File: config.mk
export PLATFORM = sky130hd
export DESIGN_NAME = scsi_regfront
export DESIGN_NICKNAME = d
export VERILOG_FILES = /design/src/rtl/srf_pkg.sv /design/src/rtl/srf_addr_map.sv /design/src/rtl/srf_cmd_decode.sv /design/src/rtl/srf_fifo.sv /design/src/rtl/scsi_regfront.sv
export SDC_FILE = /design/constraint.sdc
export NUM_CORES = 1
export LEC_CHECK = 0
export BUFFER_PORTS_ARGS = -buffer_cell sky130_fd_sc_hd__buf_2
export CORE_UTILIZATION = 33
export CTS_BUF_LIST = sky130_fd_sc_hd__clkbuf_16
export DETAILED_ROUTE_END_ITERATION = 12
export GPL_TIMING_DRIVEN = 0
export SKIP_LAST_GASP = 1
export SLEW_MARGIN = 20
export SYNTH_ARGS = -nofsm -noshare
export SYNTH_HDL_FRONTEND = slang
export SYNTH_SLANG_ARGS = --single-unit
File: constraint.sdc
create_clock -name clk -period 3.75 [get_ports clk]
set_input_delay 0.1875 -clock clk [delete_from_list [all_inputs] [get_ports clk]]
set_output_delay 0.1875 -clock clk [all_outputs]
set_load 0.03 [all_outputs]
File: src/rtl/srf_pkg.sv
package srf_pkg;
  localparam int NREG = 16;
  localparam int IW   = $clog2(NREG);

  // register indices the block's behaviour depends on
  localparam logic [IW-1:0] IX_CNT_LO = 4'd0;
  localparam logic [IW-1:0] IX_CNT_MD = 4'd1;
  localparam logic [IW-1:0] IX_FIFO   = 4'd2;
  localparam logic [IW-1:0] IX_CMD    = 4'd3;
  localparam logic [IW-1:0] IX_STAT   = 4'd4;
  localparam logic [IW-1:0] IX_INTR   = 4'd5;
  localparam logic [IW-1:0] IX_STEP   = 4'd6;
  localparam logic [IW-1:0] IX_FLAGS  = 4'd7;
  localparam logic [IW-1:0] IX_CFG1   = 4'd8;
  localparam logic [IW-1:0] IX_CFG2   = 4'd11;
  localparam logic [IW-1:0] IX_REV    = 4'd14;

  // status bits
  localparam int ST_PEND = 7;
  localparam int ST_GERR = 6;
  localparam int ST_PERR = 5;
  localparam logic [7:0] PH_MSG_IN = 8'h07;

  // interrupt codes
  localparam logic [7:0] IC_FUNC_DONE = 8'h08;
  localparam logic [7:0] IC_BUS_RST   = 8'h80;

  // command codes (bits [6:0])
  localparam logic [6:0] OP_NOP    = 7'h00;
  localparam logic [6:0] OP_FLUSH  = 7'h01;
  localparam logic [6:0] OP_CHIP   = 7'h02;
  localparam logic [6:0] OP_BUSRST = 7'h03;
  localparam logic [6:0] OP_DONE   = 7'h11;
  localparam logic [6:0] OP_SELEN  = 7'h44;

  typedef struct packed {
    logic nop;
    logic flush;
    logic chip_rst;
    logic bus_rst;
    logic done_seq;
    logic sel_en;
    logic unknown;
  } cmd_dec_t;

  function automatic logic is_readback(input logic [IW-1:0] ix);
    return (ix == IX_CFG1) || (ix >= IX_CFG2);
  endfunction
endpackage

File: src/rtl/srf_addr_map.sv
module srf_addr_map #(
  parameter int ADDR_W = 8,
  parameter int STRIDE = 2,
  parameter int NREG   = 16,
  localparam int IW    = $clog2(NREG),
  localparam int SW    = ADDR_W - STRIDE
) (
  input  logic [ADDR_W-1:0] addr,
  output logic [IW-1:0]     idx,
  output logic              hit
);
  logic [SW-1:0] full_ix;
  assign full_ix = SW'(addr >> STRIDE);

  generate
    if (SW > IW) begin : g_wide
      assign idx = full_ix[IW-1:0];
      assign hit = (full_ix < SW'(NREG));
    end else begin : g_narrow
      assign idx = IW'(full_ix);
      assign hit = (32'(full_ix) < NREG);
    end
  endgenerate
endmodule

File: src/rtl/srf_cmd_decode.sv
module srf_cmd_decode
  import srf_pkg::*;
(
  input  logic [6:0] code,
  output cmd_dec_t   dec
);
  always_comb begin
    dec = '0;
    unique case (code)
      OP_NOP:    dec.nop      = 1'b1;
      OP_FLUSH:  dec.flush    = 1'b1;
      OP_CHIP:   dec.chip_rst = 1'b1;
      OP_BUSRST: dec.bus_rst  = 1'b1;
      OP_DONE:   dec.done_seq = 1'b1;
      OP_SELEN:  dec.sel_en   = 1'b1;
      default:   dec.unknown  = 1'b1;
    endcase
  end
endmodule

File: src/rtl/srf_fifo.sv
module srf_fifo #(
  parameter int DEPTH = 16,
  parameter int W     = 8,
  localparam int PW   = $clog2(DEPTH),
  localparam int CW   = $clog2(DEPTH + 1)
) (
  input  logic          clk,
  input  logic          rst_n,
  input  logic          clr,
  input  logic          load2,
  input  logic [W-1:0]  ld0,
  input  logic [W-1:0]  ld1,
  input  logic          push,
  input  logic [W-1:0]  din,
  input  logic          pop,
  output logic [W-1:0]  head,
  output logic [CW-1:0] count
);
  logic [W-1:0]  mem_q [DEPTH];
  logic [PW-1:0] rp_q, wp_q;
  logic [CW-1:0] cnt_q;

  function automatic logic [PW-1:0] step(input logic [PW-1:0] p);
    return (p == PW'(DEPTH - 1)) ? '0 : p + 1'b1;
  endfunction

  always_ff @(posedge clk or negedge rst_n) begin
    if (!rst_n) begin
      rp_q <= '0; wp_q <= '0; cnt_q <= '0;
    end else if (clr) begin
      rp_q <= '0; wp_q <= '0; cnt_q <= '0;
    end else if (load2) begin
      rp_q <= '0; wp_q <= PW'(2); cnt_q <= CW'(2);
    end else if (push) begin
      wp_q  <= step(wp_q);
      cnt_q <= cnt_q + 1'b1;
    end else if (pop) begin
      cnt_q <= cnt_q - 1'b1;
      if (cnt_q == CW'(1)) begin
        rp_q <= '0; wp_q <= '0;
      end else begin
        rp_q <= step(rp_q);
      end
    end
  end

  always_ff @(posedge clk) begin
    if (load2) begin
      mem_q[0] <= ld0;
      mem_q[1] <= ld1;
    end else if (push && !clr) begin
      mem_q[wp_q] <= din;
    end
  end

  assign head  = mem_q[rp_q];
  assign count = cnt_q;
endmodule

File: src/rtl/scsi_regfront.sv
module scsi_regfront
  import srf_pkg::*;
#(
  parameter int         ADDR_W     = 8,
  parameter int         STRIDE     = 2,
  parameter int         FIFO_DEPTH = 16,
  parameter logic [7:0] REV_ID     = 8'h04,
  parameter logic [7:0] OWN_ID     = 8'h07,
  localparam int        CW         = $clog2(FIFO_DEPTH + 1)
) (
  input  logic              clk,
  input  logic              rst_n,
  input  logic [ADDR_W-1:0] host_addr,
  input  logic              host_wr,
  input  logic              host_rd,
  input  logic [7:0]        host_wdata,
  output logic [7:0]        host_rdata,
  input  logic [7:0]        sense_byte,
  output logic              irq,
  output logic              cmd_err
);
  logic [IW-1:0] idx;
  logic          idx_ok;
  cmd_dec_t      dec;
  logic [7:0]    regs_q [NREG];
  logic [7:0]    rdata_q;
  logic          cmd_err_q;
  logic [7:0]    fifo_head;
  logic [CW-1:0] fifo_cnt;
  logic [7:0]    stat_q, intr_q;

  srf_addr_map #(.ADDR_W(ADDR_W), .STRIDE(STRIDE), .NREG(NREG)) u_map (
    .addr(host_addr), .idx(idx), .hit(idx_ok)
  );

  srf_cmd_decode u_dec (.code(host_wdata[6:0]), .dec(dec));

  // access qualification: a write wins over a simultaneous read
  logic wr_q, rd_q, wr_fifo, rd_fifo, wr_cmd;
  logic fifo_full, push, pop, overrun, fifo_clr, fifo_load, soft_rst;

  always_comb begin
    wr_q      = host_wr & idx_ok;
    rd_q      = host_rd & ~host_wr & idx_ok;
    wr_fifo   = wr_q & (idx == IX_FIFO);
    rd_fifo   = rd_q & (idx == IX_FIFO);
    wr_cmd    = wr_q & (idx == IX_CMD);
    fifo_full = (fifo_cnt == CW'(FIFO_DEPTH - 1));
    push      = wr_fifo & ~fifo_full;
    overrun   = wr_fifo & fifo_full;
    pop       = rd_fifo & (fifo_cnt != '0);
    soft_rst  = wr_cmd & dec.chip_rst;
    fifo_clr  = wr_cmd & (dec.flush | dec.chip_rst);
    fifo_load = wr_cmd & dec.done_seq;
  end

  srf_fifo #(.DEPTH(FIFO_DEPTH), .W(8)) u_fifo (
    .clk(clk), .rst_n(rst_n), .clr(fifo_clr), .load2(fifo_load),
    .ld0(sense_byte), .ld1(8'h00), .push(push), .din(host_wdata),
    .pop(pop), .head(fifo_head), .count(fifo_cnt)
  );

  function automatic logic [7:0] init_val(input int i);
    if (i == int'(IX_REV))  return REV_ID;
    if (i == int'(IX_CFG1)) return OWN_ID;
    return 8'h00;
  endfunction

  always_ff @(posedge clk or negedge rst_n) begin
    if (!rst_n) begin
      for (int i = 0; i < NREG; i++) regs_q[i] <= init_val(i);
    end else if (soft_rst) begin
      for (int i = 0; i < NREG; i++) regs_q[i] <= init_val(i);
    end else begin
      if (wr_q && is_readback(idx)) regs_q[idx] <= host_wdata;
      if (overrun) regs_q[IX_STAT][ST_GERR] <= 1'b1;
      if (pop)     regs_q[IX_STAT][ST_PEND] <= 1'b1;
      if (rd_q && idx == IX_INTR) begin
        regs_q[IX_STAT][ST_PEND] <= 1'b0;
        regs_q[IX_STAT][ST_GERR] <= 1'b0;
        regs_q[IX_STAT][ST_PERR] <= 1'b0;
      end
      if (wr_cmd) begin
        if (dec.flush) begin
          regs_q[IX_INTR]  <= IC_FUNC_DONE;
          regs_q[IX_STEP]  <= 8'h00;
          regs_q[IX_FLAGS] <= 8'h00;
        end
        if (dec.bus_rst) begin
          regs_q[IX_INTR] <= IC_BUS_RST;
          if (!regs_q[IX_CFG1][6]) regs_q[IX_STAT][ST_PEND] <= 1'b1;
        end
        if (dec.done_seq) begin
          regs_q[IX_FLAGS] <= 8'h02;
          regs_q[IX_INTR]  <= IC_FUNC_DONE;
          regs_q[IX_STAT]  <= regs_q[IX_STAT] | PH_MSG_IN | 8'h80;
        end
        if (dec.sel_en) regs_q[IX_INTR] <= 8'h00;
      end
    end
  end

  always_ff @(posedge clk or negedge rst_n) begin
    if (!rst_n)                   cmd_err_q <= 1'b0;
    else if (wr_cmd && dec.unknown) cmd_err_q <= 1'b1;
  end

  always_ff @(posedge clk or negedge rst_n) begin
    if (!rst_n) begin
      rdata_q <= 8'h00;
    end else if (host_rd && !host_wr) begin
      if (!idx_ok)
        rdata_q <= 8'h00;
      else if (idx == IX_FIFO)
        rdata_q <= (fifo_cnt != '0 && regs_q[IX_STAT][2:1] != 2'b00) ? fifo_head : 8'h00;
      else
        rdata_q <= regs_q[idx];
    end
  end

  assign stat_q     = regs_q[IX_STAT];
  assign intr_q     = regs_q[IX_INTR];
  assign irq        = stat_q[ST_PEND];
  assign cmd_err    = cmd_err_q;
  assign host_rdata = rdata_q;
endmodule

==> results by stage <==
Outcome:
- The flow ran to the end, and the final reports show no timing, DRC or antenna violations.

Finish:
- Counting the fill cells in the layout gives 3456.
- After the last flow step, the layout net total stands at 1000.
- Cells with a size suffix above 1 make up 18.9% of the layout.
- Summing all non-filler instances in the final layout gives an area of 14100 sq um.
- Cells fill 38.4% of the core in the end.
- The number of diodes added for antenna fixing is 0.
- In the layout the commonest cells are sky130_fd_sc_hd__dfrtp_1 (145), sky130_fd_sc_hd__edfxtp_1 (128), sky130_fd_sc_hd__and2_1 (93).
- Relative to the synthesized area, the layout overhead comes to 14.1%.
- Excluding fillers, the count of instances in the completed layout stands at 1451.
- The most common library cell in the layout ignoring fill and taps is sky130_fd_sc_hd__dfrtp_1.

Timing:
- Derived from the worst setup path, the maximum achievable clock frequency is 294 MHz.
- Once routing completed, OpenROAD measured the worst setup slack at 0.345 ns.
- Subtracting the final worst setup slack from the clock period gives 3.41 ns.
- The final worst clock skew is 0.00955 ns.
- The number of hold violations in the final report is 0.
- The total negative slack for setup checks is 0 ns.
- The actual slew at the worst max-slew pin is 0.965 ns.
- In this run the tightest slew margin relative to its limit is 34.0%.
- The number of slew-limit violations in the final report is 0.
- The setup-violating endpoint count in the final report is 0.
- Setup repair after global routing left no endpoint under its margin.
- The part of the cycle the worst path needs is 90.8%.

GRT:
- The number of antenna violations at the first check in global routing is 0.
- The first global-routing pass estimated 49000 um of wire.
- The global router's overall resource usage is 16.9%.
- The total overflow left after global routing is 0.
- The number of global-route vias before repair came to 7655.
- The pin count of the biggest net entering global routing is 85.

CTS:
- In this run the number of H-tree levels came out at 1.
- CTS placed an instance of sky130_fd_sc_hd__clkbuf_16 at the clock tree root.
- The post-CTS setup repair buffer count is 0.
- After clock tree synthesis, the clock-pin slew on the worst setup and hold paths is 0.07 ns.
- TritonCTS built the clock tree.
- The number of gates resized after CTS was 0.
- The number of buffers between clock root and the deepest sink is 3.
- For the worst-skew pair, the clock arrives at the later sink with an insertion delay of 0.55 ns.
- The number of clock buffers added by TritonCTS is 28.
- The clock net in this run drives a total of 277 sinks.

Setup path:
- The worst register-to-register path has a depth of 9.
- The setup slack of the most critical reg-to-reg path is 0.34 ns.
- The endpoint of the most critical register-to-register path is u_fifo.mem_q[1][6].
- The type of the worst setup path is reg2reg.
- Data arrives at the worst endpoint at 3.60 ns.
- Data on the critical path is required at its endpoint by 3.95 ns.
- STA classifies the critical path startpoint as a flop.
- The reg-to-reg startpoint is u_fifo.count[0].
- The maximum net fanout on the critical path is 9.
- The kind of end point of the critical path is a flop.

Synthesis:
- In this run the mean area of a mapped cell was 13.9 sq um.
- The count of flip-flops with a built-in enable after synthesis is 128.
- The area of the mapped netlist is 12400 sq um.
- After synthesis, the cell types taking the most area are sky130_fd_sc_hd__edfxtp_1 (31%), sky130_fd_sc_hd__dfrtp_1 (29%), sky130_fd_sc_hd__mux4_2 (9.1%).
- Counting flops and latches in the post-synthesis netlist gives 277.
- Sequential elements use 61.2% of the synthesized area.
- The leading area contributor after synthesis is sky130_fd_sc_hd__edfxtp_1.
- The fraction of post-synthesis cell area in the top cell type by area is 31.1%.
- The post-synthesis net count is 926.
- The number of cells produced by synthesis is 888.
- The async set-reset flop share out of synthesis is 53.8%.
- The total number of yosys warnings is 0.
- The number of different library cells used by synthesis comes to 75.
- The top flip-flop cell by instance count after synthesis is sky130_fd_sc_hd__dfrtp_1.

Drt:
- The average wire per cell in the routed design is 22.1 um.
- In the routed design, unresolved DRC markers number 0.
- The detailed router finished its first iteration with 659 violations.
- The final wirelength is 32000 um.
- After detailed routing, the number of vias per cell comes to 5.34.
- The total via count in the routed design is 7746.
- The first-pass iteration count of the detailed router is 5.
- The antenna violation net count after detailed routing is 0.

Floorplan:
- In this run the count of I/O pins placed on the die edge is 38.
- The effective utilization at floorplan is 33.6%.
- The number of core rows is 70.
- The floorplan step defined a die boundary enclosing 38300 sq um.
- The die is 196 um tall.
- In this run the horizontal extent of the chip is 196 um.
- The core region area is 36800 sq um.

Place:
- In this run, placement finished with an instance count of 1391.
- The worst-case setup slack after placement is 0.385 ns.
- Summed over all nets, the half-perimeter wirelength after detailed placement is 22200 um.
- Port buffering added 34 buffers.
- In this run the cell area measured after placement is 13200 sq um.
- The congestion estimate from routability-driven global placement came to 0.870.

Flow run:
- Max-cap violations in this run came to 0.

Min path:
- Along the worst hold path, the cell count comes to 1.
- The worst-case hold path end point is u_fifo.mem_q[4][4].
- The type of the tightest min-delay check is in2reg.
- The worst hold path begins at host_wdata[4].

Pwr:
- The power density over the cells is 470 nW/um^2.
- Summed over all cells, the static leakage comes to 5.58 nW.
- The worst-case vdd ir drop is 0.000356 V.
worst max-delay path: stages, from the launching register on:
cell and delay [ns]:
sky130_fd_sc_hd__dfrtp_1 0.46, sky130_fd_sc_hd__ha_1 0.24, sky130_fd_sc_hd__and3_1 0.18, sky130_fd_sc_hd__ha_1 0.22, sky130_fd_sc_hd__or4b_1 0.53, sky130_fd_sc_hd__clkbuf_1 0.21
sky130_fd_sc_hd__nor2_4 0.25, sky130_fd_sc_hd__and3_1 0.19, sky130_fd_sc_hd__clkbuf_1 0.34, sky130_fd_sc_hd__or2_1 0.42
cell families after synthesis:
family	count (synthesis)	synth area share, %
muxes	100	13.3
buffers and inverters	68	2.56
AOI/OAI and AO/OA	141	7.88
DFF	277	61.2
adders and majority gates	10	1.01
xor gates and xnor gates	1	0.0708
and+or+nand+nor	291	13.9
per-stage QoR:
stage	power [mW]	hold slack, ns
after global routing	6.86	0.0575
after global placement	4.04	0.458
after detailed placement	4.06	0.173
after floorplan	3.81	-0.108
after CTS	6.68	0.0304
final	6.64	0.0533
area by class of cell:
class | count | area (sq um) | area share (%)
Clock buffer | 29 | 726 | 5.14
Tap cell | 468 | 586 | 4.15
Multi-Input combinational cell | 543 | 4490 | 31.8
Timing Repair Buffer | 44 | 298 | 2.11
Buffer | 59 | 283 | 2.00
Clock inverter | 22 | 134 | 0.948
Inverter | 9 | 33.8 | 0.239
Sequential cell | 277 | 7580 | 53.7
registers in the layout, summed over array words and instances, names as in the netlist:
signal	cells
regs_q	111
host_rdata	8
u_fifo.rp_q	4
u_fifo.mem_q	128
cmd_err	1
u_fifo.wp_q	4
u_fifo.count	5
stat_q	8
intr_q	8
worst max path at each step:
| stage | from | endpoint | slack, ns | depth (start not counted) |
|---|---|---|---|---|
| floorplan | u_fifo.count[0] | u_fifo.mem_q[3][0] | 0.84 | 8 |
| global route | u_fifo.count[0] | u_fifo.mem_q[1][6] | 0.13 | 9 |
| detailed placement | u_fifo.count[0] | u_fifo.mem_q[1][7] | 0.39 | 9 |
| global placement | u_fifo.count[0] | u_fifo.mem_q[3][3] | 0.15 | 8 |
| CTS | u_fifo.count[0] | u_fifo.mem_q[1][6] | 0.33 | 9 |
| finish | u_fifo.count[0] | u_fifo.mem_q[1][6] | 0.34 | 9 |
Yosys cell counts (all sizes together) (8+ instances only):
master    n
mux2i    30
dfrtp   145
nand2    76
buf      26
clkbuf   33
inv       9
a22oi    17
nor2     29
o22a      9
mux4     50
o21ai    31
and2     93
nor3     12
o22ai     8
ha       10
a21oi    22
edfxtp  128
mux2     20
nand3    16
power breakdown:
part           total (mW)  leakage [nW]  internal (mW)  switching, mW
sequential           3.37          3.15           3.29         0.0833
combinational       0.640          2.02          0.262          0.378
clock                2.63         0.418           1.42           1.21
total                6.64          5.58           4.96           1.68
what timing repair did:
item / 4_1_cts / 5_1_grt
setup endpoints to repair: 0 / 0
hold endpoints to repair: 73 / 0
hold buffers: 9 / 0
routing by layer:
metal	part of all wire [%]	vias up	track usage (%)
met1	47	4005	25.5
li1	-	3484	-
met2	45	223	25.8
met3	5.9	34	2.32
met5	0	-	0
met4	1.5	0	3.59
(Power assumes the default switching activity.)
